**config.mk**
```make
export PLATFORM = sky130hd
export DESIGN_NAME = mii_crs_col
export DESIGN_NICKNAME = d
export VERILOG_FILES = /design/src/rtl/crs_col_pkg.sv /design/src/rtl/cs_lock100.sv /design/src/rtl/col_timer.sv /design/src/rtl/sqe_gen.sv /design/src/rtl/mii_crs_col.sv
export SDC_FILE = /design/constraint.sdc
export NUM_CORES = 1
export LEC_CHECK = 0
export ABC_AREA = 1
export BUFFER_PORTS_ARGS = -buffer_cell sky130_fd_sc_hd__buf_4
export CORE_ASPECT_RATIO = 1.2
export CORE_UTILIZATION = 52
export CTS_CLUSTER_SIZE = 20
export DETAILED_ROUTE_END_ITERATION = 16
export MAX_ROUTING_LAYER = met4
export PLACE_DENSITY = 0.74
export SYNTH_ARGS = -nofsm -noshare
export SYNTH_HDL_FRONTEND = slang
export SYNTH_HIERARCHICAL = 1
export SYNTH_SLANG_ARGS = --single-unit
```
**constraint.sdc**
```tcl
create_clock -name clk -period 1.3 [get_ports clk]
set_input_delay 0.065 -clock clk [delete_from_list [all_inputs] [get_ports clk]]
set_output_delay 0.065 -clock clk [all_outputs]
set_load 0.02 [all_outputs]
```
**src/rtl/crs_col_pkg.sv**
```systemverilog
package crs_col_pkg;

    typedef struct packed {
        logic fast;   // 1: 100 Mb/s
        logic full;   // 1: full duplex
    } link_mode_t;

    typedef enum logic [1:0] {
        CT_IDLE,
        CT_WAIT,
        CT_HIT
    } col_st_e;

    typedef enum logic [1:0] {
        HB_IDLE,
        HB_GAP,
        HB_PULSE
    } hb_st_e;

    function automatic logic crs_want(link_mode_t m, logic tx, logic rx);
        return rx | (tx & ~m.full);
    endfunction

    function automatic logic clash(link_mode_t m, logic tx, logic rx);
        return tx & rx & ~m.full;
    endfunction

endpackage

```
**src/rtl/cs_lock100.sv**
```systemverilog
module cs_lock100 #(
    parameter int IDLE_RUN = 10
) (
    input  logic clk,
    input  logic rst,
    input  logic stb,
    input  logic sig_det,
    input  logic bit_in,
    output logic car
);
    localparam int RW = $clog2(IDLE_RUN + 1);

    logic          zero_a;
    logic          gap_one;
    logic [RW-1:0] ones;

    always_ff @(posedge clk) begin
        if (rst || !sig_det) begin
            car     <= 1'b0;
            zero_a  <= 1'b0;
            gap_one <= 1'b0;
            ones    <= '0;
        end else if (stb) begin
            if (!car) begin
                if (!bit_in) begin
                    if (zero_a && gap_one) begin
                        car  <= 1'b1;
                        ones <= '0;
                    end else begin
                        zero_a <= 1'b1;
                    end
                end else if (zero_a) begin
                    gap_one <= 1'b1;
                end
            end else if (bit_in) begin
                if (ones == RW'(IDLE_RUN - 1)) begin
                    car     <= 1'b0;
                    zero_a  <= 1'b0;
                    gap_one <= 1'b0;
                    ones    <= '0;
                end else begin
                    ones <= ones + 1'b1;
                end
            end else begin
                ones <= '0;
            end
        end
    end
endmodule

```
**src/rtl/col_timer.sv**
```systemverilog
module col_timer
    import crs_col_pkg::*;
#(
    parameter int DLY_BITS = 7
) (
    input  logic clk,
    input  logic rst,
    input  logic stb,
    input  logic cond,
    input  logic defer,
    input  logic fast,
    output logic active
);
    localparam int CW = $clog2(DLY_BITS + 1);

    col_st_e       st;
    logic [CW-1:0] cnt;

    always_ff @(posedge clk) begin
        if (rst || !cond) begin
            st  <= CT_IDLE;
            cnt <= '0;
        end else begin
            case (st)
                CT_IDLE: begin
                    st  <= defer ? CT_WAIT : CT_HIT;
                    cnt <= '0;
                end
                CT_WAIT: begin
                    if (fast) begin
                        st <= CT_HIT;
                    end else if (stb) begin
                        if (cnt == CW'(DLY_BITS - 1)) st <= CT_HIT;
                        cnt <= cnt + 1'b1;
                    end
                end
                default: ;
            endcase
        end
    end

    assign active = (st == CT_HIT);
endmodule

```
**src/rtl/sqe_gen.sv**
```systemverilog
module sqe_gen
    import crs_col_pkg::*;
#(
    parameter int GAP_BITS   = 10,
    parameter int PULSE_BITS = 10
) (
    input  logic clk,
    input  logic rst,
    input  logic stb,
    input  logic tx_en,
    input  logic tx_fall,
    input  logic allow,
    output logic pulse
);
    localparam int MAXB = (GAP_BITS > PULSE_BITS) ? GAP_BITS : PULSE_BITS;
    localparam int CW   = $clog2(MAXB + 1);

    hb_st_e        st;
    logic [CW-1:0] cnt;

    always_ff @(posedge clk) begin
        if (rst) begin
            st  <= HB_IDLE;
            cnt <= '0;
        end else begin
            case (st)
                HB_IDLE: begin
                    cnt <= '0;
                    if (tx_fall && allow) st <= HB_GAP;
                end
                HB_GAP: begin
                    if (tx_en || !allow) begin
                        st  <= HB_IDLE;
                        cnt <= '0;
                    end else if (stb) begin
                        if (cnt == CW'(GAP_BITS - 1)) begin
                            st  <= HB_PULSE;
                            cnt <= '0;
                        end else begin
                            cnt <= cnt + 1'b1;
                        end
                    end
                end
                HB_PULSE: begin
                    if (stb) begin
                        if (cnt == CW'(PULSE_BITS - 1)) begin
                            st  <= HB_IDLE;
                            cnt <= '0;
                        end else begin
                            cnt <= cnt + 1'b1;
                        end
                    end
                end
                default: begin
                    st  <= HB_IDLE;
                    cnt <= '0;
                end
            endcase
        end
    end

    assign pulse = (st == HB_PULSE);
endmodule

```
**src/rtl/mii_crs_col.sv**
```systemverilog
module mii_crs_col
    import crs_col_pkg::*;
#(
    parameter int DLY_BITS   = 7,
    parameter int GAP_BITS   = 10,
    parameter int PULSE_BITS = 10,
    parameter int IDLE_RUN   = 10
) (
    input  logic clk,
    input  logic rst,
    input  logic tx_en,
    input  logic rx_active,
    input  logic sig_det,
    input  logic rx_bit,
    input  logic speed_100,
    input  logic full_duplex,
    input  logic hb_en,
    input  logic bit_stb,
    output logic crs,
    output logic col
);
    link_mode_t mode;
    logic       car100;
    logic       rx_car;
    logic       tx_prev;
    logic       coll_cond;
    logic       coll_active;
    logic       sqe_pulse;

    assign mode.fast = speed_100;
    assign mode.full = full_duplex;

    cs_lock100 #(.IDLE_RUN(IDLE_RUN)) u_lock (
        .clk    (clk),
        .rst    (rst),
        .stb    (bit_stb),
        .sig_det(sig_det),
        .bit_in (rx_bit),
        .car    (car100)
    );

    assign rx_car    = mode.fast ? car100 : rx_active;
    assign coll_cond = clash(mode, tx_en, rx_car);

    col_timer #(.DLY_BITS(DLY_BITS)) u_coll (
        .clk   (clk),
        .rst   (rst),
        .stb   (bit_stb),
        .cond  (coll_cond),
        .defer (tx_prev & ~mode.fast),
        .fast  (mode.fast),
        .active(coll_active)
    );

    sqe_gen #(.GAP_BITS(GAP_BITS), .PULSE_BITS(PULSE_BITS)) u_sqe (
        .clk    (clk),
        .rst    (rst),
        .stb    (bit_stb),
        .tx_en  (tx_en),
        .tx_fall(tx_prev & ~tx_en),
        .allow  (hb_en & ~mode.fast),
        .pulse  (sqe_pulse)
    );

    always_ff @(posedge clk) begin
        if (rst) begin
            tx_prev <= 1'b0;
            crs     <= 1'b0;
        end else begin
            tx_prev <= tx_en;
            crs     <= crs_want(mode, tx_en, rx_car);
        end
    end

    assign col = coll_active | sqe_pulse;
endmodule

```
==> impl_summary.log <==
[metrics] number of max-slew violations in the final report: 0
[metrics] Slowest Stage Delay on Critical Path: 0.35 ns
[metrics] total instance count after detailed placement: 223
[metrics] maximum number of pins on one net before global-route repair: 13
[metrics] classification of the worst setup path: register to primary output
[metrics] overall overflow remaining after global route: 0
[metrics] count of final setup violators: 0
[metrics] mapped cell area: 0.00124 mm2
[metrics] Final TNS setup: 0 ns
[metrics] TritonRoute pass-1 iters: 4
[metrics] startpoint type of the worst setup path: register
[metrics] Least-Margin Pin Slew: 0.210 ns
[metrics] startpoint of the worst-slack reg-to-reg timing path: u_sqe/st[1]
[metrics] routed metal-1 wire length: 1.04 mm
[metrics] post-synthesis sequential element count: 20
[metrics] Mapped Avg Cell Area: 6.93 um2
[metrics] clock latency at the later pin of the worst-skew pair: 0.30 ns
[metrics] first-pass GRT wire length: 3.90 mm
[metrics] met3 routed wirelength: 51 um
[metrics] crit path DAT: 1.23 ns
[metrics] worst slew margin relative to its limit: 85.9%
[metrics] Horiz. Die Dim: 46.6 um
[metrics] number of antenna violations at the first check in global routing: 0
[metrics] post-route antenna net violation count: 0
[metrics] leading cell type in the layout, fill and taps excluded: nand2_1
[metrics] drt first-iter violations: 21
[metrics] synthesized net count: 197
[metrics] Seq/Total Area, Yosys: 32.3%
[metrics] Worst EP required: 1.24 ns
[metrics] pre-CTS setup slack: 0.0565 ns
[metrics] clock root buffer master: clkbuf_4
[metrics] clock edge transition at the registers on the reported setup and hold paths: 0.12 ns
[metrics] weighted congestion at the end of routability-driven global placement: 0.815
[metrics] cell with the largest stage delay on the worst path: dfxtp_2
[metrics] vias per std cell: 4.78
[metrics] vertical extent of the die: 55.5 um
[metrics] clock tree from TritonCTS: yes
[metrics] via count of the first global-routing pass: 1,040
[metrics] Boundary Pins: 12
[metrics] Layout Nets: 218
[metrics] Max-cap violations: 0
[metrics] overall via count from detail_route: 1,100
[metrics] H-tree levels: 1
[metrics] Fin Clk Skew: 0.00129 ns
[metrics] proportion of total power due to net switching: 29.7%
[metrics] maximum buffer depth of the clock tree: 2
[metrics] Final min period: 1.29 ns
[metrics] synthesis-to-finish area growth: 19.2%
[metrics] number of inserted filler cells in the final layout: 223
[metrics] cell-internal power: 1200 uW
[metrics] routed wire length: 2.32 mm
[metrics] wire length on met2: 1.21 mm
[metrics] kind of end point of the critical path: primary output
[metrics] Highest Signal Layer: met4
[metrics] clock network power share: 29.7%
[metrics] Max Fclk: 774 MHz
[metrics] Max IR drop VDD: 1.11 mV
[metrics] Setup WS post-layout: 0.00865 ns
[metrics] maximum fanout along the worst path: 2
[metrics] DRC Markers: 0
[metrics] Leakage Power: 0.000649 uW
[metrics] Sink Count: 20
[metrics] power share of the sequential group: 39.6%
[metrics] net switching power of the design: 506 uW
[metrics] run status: finished, final reports clean
[metrics] overall routing resource usage: 20.4%
[metrics] Core Footprint: 0.00228 mm2
[metrics] count of different cell masters after synthesis: 21
[metrics] leading cell types in the layout, fill and taps excluded: nand2_1 (36), inv_1 (32), nor2_1 (19), dfxtp_1 (18), buf_4 (13)
[metrics] layout cells sized above 1: 27.6%
[metrics] cell area after layout: 0.00148 mm2
[metrics] tightest hold margin: 0.0509 ns
[metrics] TritonCTS buffer count: 3
[metrics] power density over cell area: 1150 mW/mm2
[metrics] initial cell density of the core: 54.4%
[metrics] combinational cell fraction of total power: 30.7%
[metrics] unrepaired setup endpoints after global routing: true
[metrics] number of buffers inserted by port buffering: 11
[metrics] Tightest Hold Check Type: primary input to register
[metrics] total number of placement rows: 19
[metrics] placed cell areas: 0.00138 mm2
[metrics] antenna diode instance count: 0
[metrics] Yosys warning total: 6
[metrics] critical hold path startpoint: rx_active
[metrics] Tcrit/Tclk final: 99.3%
[metrics] area enclosed by the die boundary: 0.00259 mm2
[metrics] DP Wirelength: 1.82 mm
[metrics] cell count after synthesis: 179
[metrics] Final Hold Vio Count: 0
[metrics] Worst setup startpoint: u_sqe/st[0]
[metrics] critical-path cell list: inv_2, ha_4, or2_4, buf_6
[metrics] Cell Count, Final, Fillers Out: 230
[metrics] wire length per cell after detailed routing: 10.1 um
-- worst paths after layout --
path,end,slack [ns],cells after the start
setup / recovery,col,0.009,4
hold / removal,crs,0.05,5
setup reg to reg,u_sqe/st[0],0.10,8
hold reg to reg,u_lock/gap_one,0.49,2
-- sequential cells by signal (all words and copies together) (netlist names) --
name / count
u_lock/ones: 4
u_sqe/cnt: 4
u_coll/cnt: 3
u_coll/st: 2
u_sqe/st: 2
crs: 1
tx_prev: 1
u_lock/car: 1
u_lock/gap_one: 1
u_lock/zero_a: 1
-- power by group through the flow --
| stage | Combinational [uW] | Sequential, uW | Clock (uW) |
|---|---|---|---|
| floorplan | 359 | 680 | 0 |
| global placement | 447 | 681 | 0 |
| detailed placement | 461 | 683 | 0 |
| CTS | 500 | 670 | 519 |
| global route | 566 | 678 | 551 |
| finish | 523 | 673 | 505 |
-- per-stage QoR --
stage | util, % | power (uW)
6_report | 64.8 | 1700
3_3_place_gp | 60.4 | 1130
4_1_cts | 64.2 | 1690
3_5_place_dp | 60.4 | 1140
2_1_floorplan | - | 1040
5_1_grt | 64.8 | 1800
-- layout make-up --
cell class                      instances  area [um2]  area share [%]
Sequential cell                        20         403            27.2
Inverter                               38         143            9.64
Clock buffer                            3        22.5            1.52
Tap cell                               31        38.8            2.62
Clock inverter                          1        30.0            2.03
Multi-Input combinational cell        121         713            48.2
Timing Repair Buffer                   16         129            8.71
-- worst max-delay path: cells and delay by family (launching register included) --
kind / cells / cell delay [ns]
DFF: 1 / 0.35
buffers and inverters: 2 / 0.18
and+or+nand+nor: 1 / 0.24
adders and majority gates: 1 / 0.15
-- kinds of logic after synthesis --
family / count (synthesis) / synth area share [%]
adders and majority gates: 8 / 8.06
buffers and inverters: 38 / 11.5
DFF: 20 / 32.3
and+or+nand+nor: 94 / 38.9
xor gates and xnor gates: 1 / 0.706
AOI/OAI and AO/OA: 18 / 8.57
-- timing repair --
action,in CTS,in global routing
setup endpoints to repair,1,6
hold endpoints to repair,1,0
resized for setup,4,4
buffers inserted,1,0
hold buffers,2,0
pin swaps,1,1
-- cells in the mapped netlist, drive strengths merged --
library cell	instances	area (um2)
nand2	47	224
inv	38	143
nor2	25	114
dfxtp	20	400
nand3	17	110
a21oi	13	80.1
ha	8	100
o21ai	4	20.0
nand4	2	12.5
or2	2	12.5
a31oi	1	6.26
nor3	1	10.0
xor2	1	8.76
-- per-layer routing --
layer	vias to the layer above	track usage (%)
li1	588	-
met1	499	22.9
met2	11	34.1
met3	2	2.61
met4	0	9.24
met5	-	-
No activity file was read; power rests on OpenSTA's default activity.
